## config.mk

```make
export PLATFORM = sky130hd
export DESIGN_NAME = pix_fmt
export DESIGN_NICKNAME = d
export VERILOG_FILES = /design/src/rtl/pix_fmt_pkg.sv /design/src/rtl/pix_fmt_cfg.sv /design/src/rtl/pix_fmt_pair.sv /design/src/rtl/pix_fmt_clamp.sv /design/src/rtl/pix_fmt_drive.sv /design/src/rtl/pix_fmt.sv
export SDC_FILE = /design/constraint.sdc
export NUM_CORES = 1
export LEC_CHECK = 0
export ABC_AREA = 1
export BUFFER_PORTS_ARGS = -buffer_cell sky130_fd_sc_hd__buf_4
export CAP_MARGIN = 20
export CORE_MARGIN = 5
export CORE_UTILIZATION = 55
export CTS_CLUSTER_DIAMETER = 120
export DETAILED_ROUTE_END_ITERATION = 8
export GPL_TIMING_DRIVEN = 1
export PLACE_DENSITY = 0.88
export SYNTH_ARGS = -nofsm -noshare
export SYNTH_HDL_FRONTEND = slang
export SYNTH_SLANG_ARGS = --single-unit
```

## constraint.sdc

```tcl
create_clock -name clk -period 1.7 [get_ports clk]
set_clock_uncertainty 0.1 [all_clocks]
set_input_delay 0.085 -clock clk [delete_from_list [all_inputs] [get_ports clk]]
set_output_delay 0.085 -clock clk [all_outputs]
set_load 0.02 [all_outputs]
```

## src/rtl/pix_fmt_pkg.sv

```systemverilog
package pix_fmt_pkg;

  // Control word, bit 0 is the LSB (pad enable)
  typedef struct packed {
    logic clamp_ext;
    logic clamp_neg;
    logic force_lvl;
    logic pass;
    logic full_rate;
    logic out_en;
  } fmt_cfg_t;

  localparam int CFG_W = $bits(fmt_cfg_t);

  localparam fmt_cfg_t CFG_RST = '{
    clamp_ext: 1'b0,
    clamp_neg: 1'b0,
    force_lvl: 1'b0,
    pass:      1'b1,
    full_rate: 1'b0,
    out_en:    1'b0
  };

endpackage

```

## src/rtl/pix_fmt_cfg.sv

```systemverilog
module pix_fmt_cfg
  import pix_fmt_pkg::*;
(
  input  logic             clk,
  input  logic             rst,
  input  logic             we,
  input  logic [CFG_W-1:0] wdata,
  output fmt_cfg_t         cfg,
  output logic             mode_flip
);

  fmt_cfg_t wr_cfg;

  assign wr_cfg    = fmt_cfg_t'(wdata);
  assign mode_flip = we && (wr_cfg.full_rate != cfg.full_rate);

  always_ff @(posedge clk) begin
    if (rst) begin
      cfg <= CFG_RST;
    end else if (we) begin
      cfg <= wr_cfg;
    end
  end

endmodule

```

## src/rtl/pix_fmt_pair.sv

```systemverilog
module pix_fmt_pair #(
  parameter int PIX_W = 24
) (
  input  logic             clk,
  input  logic             rst,
  input  logic             full_rate,
  input  logic             line_start,
  input  logic             mode_flip,
  input  logic             in_valid,
  input  logic [PIX_W-1:0] in_pix,
  output logic [PIX_W-1:0] a_q,
  output logic [PIX_W-1:0] b_q,
  output logic             valid_q
);

  logic             second;   // next pixel completes a pair
  logic [PIX_W-1:0] held;
  logic             eff_second;

  // a line start makes the pixel arriving with it the first of a pair
  assign eff_second = second && !line_start;

  always_ff @(posedge clk) begin
    if (rst) begin
      second  <= 1'b0;
      held    <= '0;
      a_q     <= '0;
      b_q     <= '0;
      valid_q <= 1'b0;
    end else begin
      valid_q <= 1'b0;
      if (in_valid) begin
        if (full_rate) begin
          a_q     <= in_pix;
          valid_q <= 1'b1;
          second  <= 1'b0;
        end else if (!eff_second) begin
          held   <= in_pix;
          second <= 1'b1;
        end else begin
          a_q     <= held;
          b_q     <= in_pix;
          valid_q <= 1'b1;
          second  <= 1'b0;
        end
      end else if (line_start) begin
        second <= 1'b0;
      end
      if (mode_flip) begin
        second <= 1'b0;
      end
    end
  end

endmodule

```

## src/rtl/pix_fmt_clamp.sv

```systemverilog
module pix_fmt_clamp #(
  parameter int CLAMP_LEN = 16
) (
  input  logic clk,
  input  logic rst,
  input  logic line_start,
  input  logic ext_clamp,
  input  logic use_ext,
  input  logic negate,
  output logic clamp_out
);

  localparam int CNT_W = $clog2(CLAMP_LEN + 1);
  localparam logic [CNT_W-1:0] CNT_LOAD = CNT_W'(CLAMP_LEN);

  logic [CNT_W-1:0] cnt;
  logic             pulse;

  always_ff @(posedge clk) begin
    if (rst) begin
      cnt <= '0;
    end else if (line_start) begin
      cnt <= CNT_LOAD;
    end else if (cnt != '0) begin
      cnt <= cnt - 1'b1;
    end
  end

  assign pulse     = (cnt != '0);
  assign clamp_out = (use_ext ? ext_clamp : pulse) ^ negate;

endmodule

```

## src/rtl/pix_fmt_drive.sv

```systemverilog
module pix_fmt_drive
  import pix_fmt_pkg::*;
#(
  parameter int COMP_W = 8,
  parameter int NCOMP  = 3,
  localparam int PIX_W = COMP_W * NCOMP
) (
  input  fmt_cfg_t         cfg,
  input  logic [PIX_W-1:0] a_q,
  input  logic [PIX_W-1:0] b_q,
  output logic [PIX_W-1:0] a_data,
  output logic [PIX_W-1:0] b_data,
  output logic             a_oe,
  output logic             b_oe
);

  logic [COMP_W-1:0] fill;
  logic              b_park;

  assign fill   = {COMP_W{cfg.pass}};
  assign b_park = cfg.force_lvl || cfg.full_rate;
  assign a_oe   = cfg.out_en;
  assign b_oe   = cfg.out_en;

  for (genvar c = 0; c < NCOMP; c++) begin : g_comp
    logic [COMP_W-1:0] a_c;
    logic [COMP_W-1:0] b_c;
    assign a_c = a_q[c*COMP_W +: COMP_W];
    assign b_c = b_q[c*COMP_W +: COMP_W];
    assign a_data[c*COMP_W +: COMP_W] =
      cfg.force_lvl ? fill : (cfg.pass ? a_c : ~a_c);
    assign b_data[c*COMP_W +: COMP_W] =
      b_park ? fill : (cfg.pass ? b_c : ~b_c);
  end

endmodule

```

## src/rtl/pix_fmt.sv

```systemverilog
module pix_fmt
  import pix_fmt_pkg::*;
#(
  parameter int COMP_W    = 8,
  parameter int NCOMP     = 3,
  parameter int CLAMP_LEN = 16,
  localparam int PIX_W    = COMP_W * NCOMP
) (
  input  logic             clk,
  input  logic             rst,
  input  logic             cfg_we,
  input  logic [CFG_W-1:0] cfg_wdata,
  input  logic             in_valid,
  input  logic [PIX_W-1:0] in_pix,
  input  logic             line_start,
  input  logic             ext_clamp,
  output logic             out_valid,
  output logic [PIX_W-1:0] a_data,
  output logic             a_oe,
  output logic [PIX_W-1:0] b_data,
  output logic             b_oe,
  output logic             clamp_out
);

  fmt_cfg_t         cfg_q;
  logic             mode_flip;
  logic [PIX_W-1:0] a_q;
  logic [PIX_W-1:0] b_q;

  pix_fmt_cfg u_cfg (
    .clk       (clk),
    .rst       (rst),
    .we        (cfg_we),
    .wdata     (cfg_wdata),
    .cfg       (cfg_q),
    .mode_flip (mode_flip)
  );

  pix_fmt_pair #(.PIX_W(PIX_W)) u_pair (
    .clk        (clk),
    .rst        (rst),
    .full_rate  (cfg_q.full_rate),
    .line_start (line_start),
    .mode_flip  (mode_flip),
    .in_valid   (in_valid),
    .in_pix     (in_pix),
    .a_q        (a_q),
    .b_q        (b_q),
    .valid_q    (out_valid)
  );

  pix_fmt_clamp #(.CLAMP_LEN(CLAMP_LEN)) u_clamp (
    .clk        (clk),
    .rst        (rst),
    .line_start (line_start),
    .ext_clamp  (ext_clamp),
    .use_ext    (cfg_q.clamp_ext),
    .negate     (cfg_q.clamp_neg),
    .clamp_out  (clamp_out)
  );

  pix_fmt_drive #(.COMP_W(COMP_W), .NCOMP(NCOMP)) u_drive (
    .cfg    (cfg_q),
    .a_q    (a_q),
    .b_q    (b_q),
    .a_data (a_data),
    .b_data (b_data),
    .a_oe   (a_oe),
    .b_oe   (b_oe)
  );

endmodule

```

* Word-level counts from Yosys, hierarchy flattened
Index checks and enable logic that the tools add are counted.
** Operators by class
- Equal/unequal tests :: 1
- $add $sub $neg :: 1
- Reduce and logical (&&, ||, !) cells :: 14
- Multiplexer cells :: 23
- Bitwise logic cells :: 10
** Operators with widths (count)
- 8-bit 2-to-1 mux :: 12
- 24-bit 2-to-1 mux :: 2
- 8-bit NOT :: 6
- 5-bit 2-to-1 mux :: 2
- 1-bit 2-to-1 mux :: 7
- 3-bit AND reduction :: 2
- 2-bit nonzero test :: 3
- 2-bit OR reduction :: 3
- 5-bit nonzero test :: 1
- 5-bit by 1-bit subtractor with 5-bit output, second input constant :: 1
- 1-bit NOT :: 3
- 1-bit logical AND :: 2
- 2-bit AND reduction :: 1
- 1-bit zero test :: 1
- 1-bit logical OR :: 1
- 1-bit inequality test :: 1
- 1-bit XOR :: 1
** Word-level totals
- Output and inout port bits :: 52
- Word-level logic and storage cells :: 62
- Bits in registers :: 85

* Depth between registers and ports, before layout
Gate-level depths: netlist (run 1).
- Word-level depth :: 5
- Mapped depth :: 8
- Gate-level depth less buffers :: 7

* Modules after synthesis
Synthesis (run 1) repeated with hierarchy kept, for this count alone.
** Unflattened totals
- Cell total of the unflattened synthesis :: 825
- Area total of the unflattened synthesis :: 4893.4 µm²
** By module, submodules not included
- pix_fmt_pair :: times used 1, cells an instance 461, sequential area each 1481.4 µm², area each 3179.3 µm²
- pix_fmt_drive :: times used 1, cells an instance 284, sequential area each 0.0 µm², area each 1189.9 µm²
- pix_fmt_clamp :: times used 1, cells an instance 39, sequential area each 100.1 µm², area each 264.0 µm²
- pix_fmt_cfg :: times used 1, cells an instance 41, sequential area each 120.1 µm², area each 260.2 µm²

* Least setup slack after synthesis (run 1)
No wires, ideal clock.
- Kind :: register to output
- Start :: register u_cfg.cfg[1] (netlist name)
- End :: output port b_data[0]
- Slack :: 345 ps
- Path buffers :: 2
- Cell stages (with the launch flop) :: 5
- Arrival :: 1170 ps
- Required time :: 1515 ps
- Path through :: dfxtp_1 buf_6 buf_2 nor3_1 xor2_1
** Between the ends
- Longest elaborated chain between the ends :: 2
** Ends and longest elaborated chain
- 1-bit logical OR :: RTL line pix_fmt_drive.sv:21 : assign b_park = cfg.force_lvl || cfg.full_rate;
- 8-bit 2-to-1 mux :: RTL line pix_fmt_drive.sv:33 : b_park ? fill : (cfg.pass ? b_c : ~b_c);
- end, declared :: RTL line pix_fmt.sv:20 : output logic [PIX_W-1:0] b_data,
Every way passes these cells.

* Worst setup path after layout (run 1)
- Start :: register u_cfg.cfg[1] (netlist name)
- End :: output port b_data[4]
** Between the ends
- Longest elaborated chain between the ends :: 2
** Ends and longest elaborated chain (RTL line)
- 1-bit logical OR :: pix_fmt_drive.sv:21
- 8-bit 2-to-1 mux :: pix_fmt_drive.sv:33
Every way passes these cells.

==> load_flow_metrics.sql, run 1 <==
INSERT INTO impl_metrics (metric_group, metric, value, unit) VALUES
('logic_synthesis', 'synth.cell_area', '4270', 'sq um'),
('logic_synthesis', 'flip_flop_and_latch_count_after_synthesis', '85', ''),
('grt', 'grt_max_degree', '63', ''),
('pwr', 'peakVddDrop', '0.745', 'mV'),
('critical_path', 'reg2reg_setup_slack', '0.12', 'ns'),
('clocking', 'cts_setup_buffers', '0', ''),
('timing', 'final.min_clock_period', '1.66', 'ns'),
('pwr', 'leakage_power_figure', '0.00274', 'uW'),
('timing', 'timing.setup.tns', '0', 'ns'),
('critical_path', 'worst_setup_path_start_kind', 'register', ''),
('pwr', 'power.density_cell_area', '978', 'nW/um^2'),
('place', 'pre_cts_slack', '0.249', 'ns'),
('hold_path', 'worst_hold_path_startpoint', 'u_clamp.cnt[4]', ''),
('logic_synthesis', 'synth_area_leaders', 'sky130_fd_sc_hd__dfxtp_1 (40%), sky130_fd_sc_hd__nand2_1 (14%), sky130_fd_sc_hd__nor2_1 (14%), sky130_fd_sc_hd__o21ai_0 (8.3%), sky130_fd_sc_hd__xor2_1 (5.1%)', ''),
('critical_path', 'crit_arrival', '1.48', 'ns'),
('route', 'detail_route.first_pass.iterations', '5', ''),
('timing', 'achievable-frequency', '0.601', 'GHz'),
('logic_synthesis', 'synth-async-reset-ratio', '0', '%'),
('critical_path', 'critical_path_peak_fanout', '27', ''),
('route', 'routed-via-count', '4481', ''),
('clocking', 'cts-root-buf', 'sky130_fd_sc_hd__clkbuf_8', ''),
('logic_synthesis', 'synth-compound-area-share', '12.7', '%'),
('timing', 'report.final.hold_viol_count', '0', ''),
('pwr', 'power.switching_fraction', '31.4', '%'),
('timing', 'slew_violations', '0', ''),
('cells_and_area', 'multi_input_area', '2240', 'sq um'),
('place', 'placed_cell_area', '4920', 'sq um'),
('hold_path', 'whs_endpoint', 'u_clamp.cnt[4]', ''),
('cells_and_area', 'drive_gt1_share', '18.5', '%'),
('critical_path', 'required_time_worst_endpoint', '1.51', 'ns'),
('grt', 'track_usage', '24.9', '%'),
('logic_synthesis', 'avgSynthCellArea', '6.46', 'sq um'),
('critical_path', 'critical_path.reg2reg.startpoint', 'u_cfg.cfg[1]', ''),
('logic_synthesis', 'synthesized_area_fraction_occupied_by_and_or_nand_nor_cells', '32.5', '%'),
('hold_path', 'worst_hold_path.num_cells', '2', ''),
('floorplanning', 'dieWidth', '98.1', 'um'),
('logic_synthesis', 'yosysTopAreaCell', 'sky130_fd_sc_hd__dfxtp_1', ''),
('critical_path', 'cpMaxStageDelayCell', 'sky130_fd_sc_hd__dfxtp_4', ''),
('timing', 'setup_viol', '0', ''),
('timing', 'rsz0062_at_grt', 'yes', ''),
('pwr', 'clkPwrFrac', '31.5', '%'),
('job', 'maxCapViolations', '0', ''),
('status', 'run_status', 'finished clean', ''),
('logic_synthesis', 'synth_top_family_by_area', 'simple AND/OR/NAND/NOR gates', ''),
('place', 'placer_congestion_estimate', '0.854', ''),
('logic_synthesis', 'synth_xor_area_share', '5.34', '%'),
('pwr', 'power_frac_comb', '28.4', '%'),
('floorplanning', 'initial_core_util', '55.8', '%'),
('floorplanning', 'core', '7650', 'sq um'),
('timing', 'tightest_slew', '0.433', 'ns'),
('logic_synthesis', 'synth.mux.area_fraction', '0', '%'),
('clocking', 'clock_path_buffers', '2', ''),
('clocking', 'reg_clk_slew_reported_paths', '0.09', 'ns'),
('critical_path', 'crit_type', 'register to output pin', ''),
('critical_path', 'cpPeakStageDelay', '0.47', 'ns'),
('logic_synthesis', 'synth_most_common_cell', 'sky130_fd_sc_hd__nand2_1', ''),
('floorplanning', 'ioPinCount', '88', ''),
('timing', 'final.period_utilization', '97.9', '%'),
('logic_synthesis', 'synth_adder_area_share', '0.293', '%'),
('cells_and_area', 'layout-area-overhead-vs-synth', '33.0', '%'),
('pwr', 'design_power_total', '5550', 'uW'),
('place', 'hpwlAfterDp', '7550', 'um'),
('hold_path', 'holdCritPathClass', 'register to register', ''),
('grt', 'grt_antenna_before_repair', '0', ''),
('cells_and_area', 'layout.filler_cells', '580', ''),
('logic_synthesis', 'synth_enable_flop_cells', '0', ''),
('grt', 'grt_pass1_wl', '19700', 'um'),
('cells_and_area', 'area.sequential', '1710', 'sq um'),
('route', 'drt.antenna.violating_nets', '0', ''),
('critical_path', 'worstSetupEndpointType', 'output pin', ''),
('logic_synthesis', 'synth_flop_cell', 'sky130_fd_sc_hd__dfxtp_1', '');
registers in the layout (all words and copies together) (netlist names):
register and flops:
u_pair.a_q 24, u_pair.b_q 24, u_pair.held 24, u_cfg.cfg 6
u_clamp.cnt 5, u_pair.second 1, u_pair.valid_q 1
cells by family (layout without fill, tap and decap cells):
kind of cell / Yosys count / after routing
AOI/OAI and AO/OA: 108 / 108
and+or+nand+nor: 355 / 355
buffers and inverters: 85 / 189
DFF: 85 / 85
xor gates and xnor gates: 26 / 26
adders and majority gates: 1 / 1
placed cells by master, fill, tap and decap left out, types with 2 or more instances in the layout:
cell type and instances:
sky130_fd_sc_hd__bufinv_16 3, sky130_fd_sc_hd__buf_4 91, sky130_fd_sc_hd__nand2_2 2, sky130_fd_sc_hd__nor2_1 158, sky130_fd_sc_hd__o21ai_0 71, sky130_fd_sc_hd__nand3_1 3, sky130_fd_sc_hd__inv_2 6, sky130_fd_sc_hd__buf_12 4
sky130_fd_sc_hd__dlygate4sd3_1 36, sky130_fd_sc_hd__dfxtp_2 2, sky130_fd_sc_hd__dfxtp_1 81, sky130_fd_sc_hd__clkbuf_8 10, sky130_fd_sc_hd__nor3_2 8, sky130_fd_sc_hd__nand2_1 162, sky130_fd_sc_hd__a21oi_1 30, sky130_fd_sc_hd__dfxtp_4 2
sky130_fd_sc_hd__xor2_1 25, sky130_fd_sc_hd__nor3_1 16, sky130_fd_sc_hd__inv_1 32, sky130_fd_sc_hd__o21ai_1 7, sky130_fd_sc_hd__clkinvlp_4 2
power groups by stage:
stage               sequential, uW  clock [uW]  combinational, uW
floorplan                     2230           0                935
global placement              2240           0               1410
detailed placement            2250           0               1450
CTS                           2220        1760               1530
global route                  2240        1860               1730
finish                        2220        1750               1580
routing by layer:
| metal | share of wire, % | GRT usage (%) | routed length [um] |
|---|---|---|---|
| met1 | 39 | 27.9 | 4780 |
| met2 | 55 | 47.4 | 6650 |
| met3 | 4.6 | 4.93 | 556 |
| met4 | 1.7 | 6.71 | 205 |
| met5 | 0 | 0 | 0 |
final cells by class:
cell class	instances	share of cell area (%)
Sequential cell	85	30.2
Tap cell	102	2.25
Multi-Input combinational cell	490	39.5
Clock inverter	6	1.94
Clock buffer	10	2.43
Timing Repair Buffer	134	21.0
Inverter	39	2.71
worst max path at each step:
stage                              start    endpoint  slack, ns  cells after the start
after global routing        u_cfg.cfg[3]  b_data[14]      -0.08                      4
after global placement      u_cfg.cfg[2]   a_data[2]       0.29                      5
final                       u_cfg.cfg[1]   b_data[4]       0.04                      3
after detailed placement    u_cfg.cfg[2]  a_data[12]       0.25                      5
after floorplan             u_cfg.cfg[1]   b_data[0]       0.35                      4
after CTS                 u_clamp.cnt[0]   clamp_out      0.008                      7
metrics by stage:
| step | hold WS (ns) | utilization (%) | cells |
|---|---|---|---|
| global placement | 0.191 | 64.4 | 813 |
| floorplan | 0.0541 | - | 660 |
| CTS | 0.367 | 73.0 | 865 |
| finish | 0.368 | 74.2 | 866 |
| detailed placement | 0.189 | 64.4 | 813 |
| global route | 0.361 | 74.2 | 866 |
what timing repair did:
item	4_1_cts	5_1_grt
hold buffers	36	0
gates resized for setup	8	16
endpoints found under the hold margin	64	0
cloned	1	1
endpoints found under the setup margin	36	34
worst max-delay path, delay by kind of cell, from the launching register on:
family | cells | cell delay (ns)
DFF | 1 | 0.47
and+or+nand+nor | 1 | 0.25
xor gates and xnor gates | 1 | 0.22
buffers and inverters | 1 | 0.18
(Power assumes the default switching activity.)
==> inputs of run 2 (changes only) <==
- PLACE_DENSITY: 0.88 -> 0.87
- SYNTH_HIERARCHICAL: not set -> 1
==> run 2 against run 1 <==
The flow now finishes with violations (negative setup slack). Register-to-register slack got worse by 0.04 ns. Sequential power fell by 2%. Power fell by 3.4%. Core utilization fell by 0.73 points. Non-clock buffer count rose by 8. Area after synthesis rose by 15%. Combinational power rose by 6%. First-iteration DRC count rose by 76%. Global-route usage fell by 2.3 points. Worst setup slack got worse by 0.045 ns. Largest power group unchanged. Highest routed layer unchanged.
==> load_flow_metrics.sql, run 2 <==
INSERT INTO impl_metrics (metric_group, metric, value, unit) VALUES
('timing', 'post_route_hold_slack', '0.00931', 'ns'),
('clocking', 'cts-root-buf', 'sky130_fd_sc_hd__clkbuf_8', ''),
('timing', 'tightest_slew', '0.543', 'ns'),
('clocking', 'cts_max_level', '3', ''),
('logic_synthesis', 'synth_most_common_cell', 'sky130_fd_sc_hd__nand2_1', ''),
('pwr', 'leakage_power_figure', '0.00326', 'uW'),
('route', 'detailroute.wirelength.met3', '679', 'um'),
('timing', 'crit_path_setup_slack_layout', '-0.0101', 'ns'),
('hold_path', 'holdCritPathClass', 'input pin to register', ''),
('cells_and_area', 'final_nets', '960', ''),
('logic_synthesis', 'synth-async-reset-ratio', '0', '%'),
('grt', 'grt_max_degree', '73', ''),
('logic_synthesis', 'synth_top_cells_by_count', 'sky130_fd_sc_hd__nand2_1 (302), sky130_fd_sc_hd__nand3_1 (129), sky130_fd_sc_hd__nor2_1 (97)', ''),
('timing', 'final.period_utilization', '101', '%'),
('critical_path', 'cp_cell_sequence', 'buf_6, nor2_4, buf_12, buf_12, nand2_2, nand2_1, nand2_1, buf_6', ''),
('route', 'residual_drc_count', '0', ''),
('cells_and_area', 'largest_registers', 'u_pair/a_q x24, u_pair/b_q x24, u_pair/held x24', ''),
('logic_synthesis', 'synth_xor_area_share', '0.358', '%'),
('cells_and_area', 'antenna_cells_inserted', '0', ''),
('critical_path', 'worstSetupEndpointType', 'output pin', ''),
('logic_synthesis', 'yosysTopAreaCell', 'sky130_fd_sc_hd__dfxtp_1', ''),
('floorplanning', 'initial_core_util', '56.4', '%'),
('floorplanning', 'core', '8680', 'sq um'),
('clocking', 'cts_tree', 'yes', ''),
('route', 'post_drt_via_cell_ratio', '5.20', ''),
('floorplanning', 'placementRows', '34', ''),
('floorplanning', 'fp.dieArea', '10900', 'sq um'),
('cells_and_area', 'most_frequent_cells_in_the_layout', 'sky130_fd_sc_hd__nand2_1 (294), sky130_fd_sc_hd__nand3_1 (126), sky130_fd_sc_hd__nor2_1 (96), sky130_fd_sc_hd__inv_1 (86), sky130_fd_sc_hd__dfxtp_1 (82)', ''),
('cells_and_area', 'layout.cells.most_common', 'sky130_fd_sc_hd__nand2_1', ''),
('grt', 'grt_pass1_vias', '4639', ''),
('route', 'wl_met1', '5710', 'um'),
('floorplanning', 'ioPinCount', '88', ''),
('timing', 'report.final.hold_viol_count', '0', ''),
('critical_path', 'cpPeakStageDelay', '0.34', 'ns'),
('place', 'hpwlAfterDp', '8040', 'um'),
('clocking', 'clock_path_buffers', '2', ''),
('grt', 'track_usage', '22.6', '%'),
('cells_and_area', 'post-route-util', '73.5', '%'),
('logic_synthesis', 'synth_adder_area_share', '0.256', '%'),
('logic_synthesis', 'synth_area_leaders', 'sky130_fd_sc_hd__dfxtp_1 (35%), sky130_fd_sc_hd__nand2_1 (23%), sky130_fd_sc_hd__nand3_1 (13%), sky130_fd_sc_hd__nor2_1 (7.4%), sky130_fd_sc_hd__inv_1 (6.8%)', ''),
('logic_synthesis', 'synthesis.yosys.warnings', '6', ''),
('clocking', 'cts.sinks', '85', ''),
('critical_path', 'top_cell_family_by_delay_on_the_critical_path', 'buffers and inverters', ''),
('critical_path', 'crit_type', 'register to output pin', ''),
('place', 'post_place_cells', '979', ''),
('pwr', 'peakVddDrop', '0.745', 'mV'),
('logic_synthesis', 'synth.mux.area_fraction', '0', '%'),
('route', 'drt.antenna.violating_nets', '0', ''),
('logic_synthesis', 'synth-compound-area-share', '5.45', '%'),
('route', 'dr_wl_met2', '6940', 'um'),
('cells_and_area', 'layout-area-overhead-vs-synth', '30.3', '%'),
('timing', 'timing.setup.tns', '-0.0127', 'ns'),
('grt', 'grt_antenna_before_repair', '0', ''),
('logic_synthesis', 'synth_fp_nets', '862', ''),
('logic_synthesis', 'synthesized_instance_count', '825', ''),
('status', 'violations', 'negative setup slack', ''),
('critical_path', 'path_buf_inv', '4', ''),
('timing', 'rsz0062_at_grt', 'yes', ''),
('timing', 'final.min_clock_period', '1.71', 'ns'),
('logic_synthesis', 'synth_enable_flop_cells', '0', ''),
('logic_synthesis', 'synth_cell_type_count', '25', ''),
('logic_synthesis', 'synth_flop_cell', 'sky130_fd_sc_hd__dfxtp_1', ''),
('pwr', 'design_power_total', '5360', 'uW'),
('cells_and_area', 'drive_gt1_share', '17.1', '%'),
('pwr', 'power.density_cell_area', '841', 'nW/um^2'),
('route', 'wl_per_cell', '13.2', 'um'),
('critical_path', 'crit_arrival', '1.53', 'ns'),
('clocking', 'clkLatencyLatePin', '0.35', 'ns'),
('route', 'wirelength', '13700', 'um'),
('grt', 'grt_overflow_total', '0', ''),
('logic_synthesis', 'synth.cell_area', '4890', 'sq um'),
('logic_synthesis', 'synthesized_area_fraction_occupied_by_and_or_nand_nor_cells', '45.4', '%'),
('logic_synthesis', 'flip_flop_and_latch_count_after_synthesis', '85', ''),
('clocking', 'tritoncts.num_buffers', '9', ''),
('place', 'place.port_buffers', '87', ''),
('route', 'routed-via-count', '5387', ''),
('logic_synthesis', 'seq_area_frac_synth', '34.8', '%'),
('critical_path', 'required_time_worst_endpoint', '1.51', 'ns'),
('logic_synthesis', 'synth_top_family_by_area', 'simple AND/OR/NAND/NOR gates', ''),
('logic_synthesis', 'avgSynthCellArea', '5.93', 'sq um'),
('place', 'placer_congestion_estimate', '0.791', ''),
('floorplanning', 'y_dimension_of_the_die', '104', 'um'),
('timing', 'achievable-frequency', '0.585', 'GHz'),
('timing', 'slew_violations', '0', ''),
('route', 'highest-signal-layer', 'met4', ''),
('grt', 'grt_pass1_wl', '21100', 'um'),
('clocking', 'reg_clk_slew_reported_paths', '0.09', 'ns'),
('route', 'drt_iter0_markers', '431', ''),
('route', 'detail_route.first_pass.iterations', '5', ''),
('floorplanning', 'dieWidth', '104', 'um'),
('critical_path', 'worst_setup_path_start_kind', 'register', ''),
('timing', 'setup_viol', '2', ''),
('status', 'run_status', 'finished with violations', ''),
('logic_synthesis', 'synth_top_area_share', '34.8', '%'),
('timing', 'max_slew_margin', '63.7', '%'),
('critical_path', 'cpMaxStageDelayCell', 'sky130_fd_sc_hd__dfxtp_2', ''),
('critical_path', 'critical_path_peak_fanout', '8', ''),
('cells_and_area', 'final-instance-count-excl-fill', '1036', ''),
('job', 'maxCapViolations', '0', '');
[run 2: cell types whose count changed in the layout (fill, tap and decap cells not counted), sizes merged, moves of 2 or more]
| cell | change |
|---|---|
| nand3 | +126 |
| buf | +12 |
| inv | +53 |
| bufinv | -2 |
| nor3 | -24 |
| o21ai | -52 |
| nand2 | +140 |
| clkinv | +2 |
| xor2 | -24 |
| dlygate4sd3 | -4 |
| nor2 | -59 |
| a21oi | -5 |
[run 2: per-stage QoR]
stage          worst slack [ns]  cell area [sq um]
2_1_floorplan             0.342               4890
3_3_place_gp              0.176               5530
3_5_place_dp              0.122               5530
4_1_cts                 0.00156               6090
5_1_grt                 -0.0691               6380
6_report                -0.0101               6380
[run 2: timing repair]
action                                  4_1_cts  5_1_grt
endpoints found under the setup margin       42       87
endpoints found under the hold margin        35        0
buffers inserted                              1        4
hold buffers                                 32        0
gates cloned                                  1        3
gates resized for setup                       4       48
pin swaps                                     1        8
[run 2: layer usage]
layer,vias up,GRT usage [%]
met1,2461,27.5
li1,2726,-
met3,33,3.48
met2,167,39.3
met4,0,9.25
met5,-,0
[run 2: worst min-delay path, stage by stage]
cell                      delay (ns)
sky130_fd_sc_hd__buf_4          0.07
sky130_fd_sc_hd__inv_1          0.07
sky130_fd_sc_hd__nand3_1        0.09
sky130_fd_sc_hd__nand2_1        0.04
sky130_fd_sc_hd__nor2_1         0.06
[run 2: cells by family after synthesis]
group | Yosys count
xor+xnor | 2
buf+inv | 148
flops | 85
simple gates | 538
fa+ha+maj | 1
compound gates | 51
[run 2: path summary, 6_finish.rpt]
path	depth (start not counted)	end	from	slack (ns)
setup reg to reg	6	u_clamp/cnt[4]	u_clamp/cnt[1]	0.08
setup / recovery	8	b_data[18]	u_cfg/cfg[1]	-0.01
hold reg to reg	2	u_pair/a_q[22]	u_pair/a_q[22]	0.38
hold / removal	5	u_pair/b_q[10]	in_pix[10]	0.009
[run 2: layout make-up]
cell class              count  area, sq um
repair inverters            1         7.51
well taps                 108          135
multi-input cells         592         2600
repair buffers            142         1370
fillers                   683         2300
clock buffers              10          138
flip-flops and latches     85         1710
clock inverters             6         71.3
inverters                  92          352
[run 2: where the power goes]
group          total (uW)  internal, uW  switching, uW
Clock                1490           732            762
Sequential           2180          2100           81.4
Combinational        1680           723            961
Total                5360          3560           1800
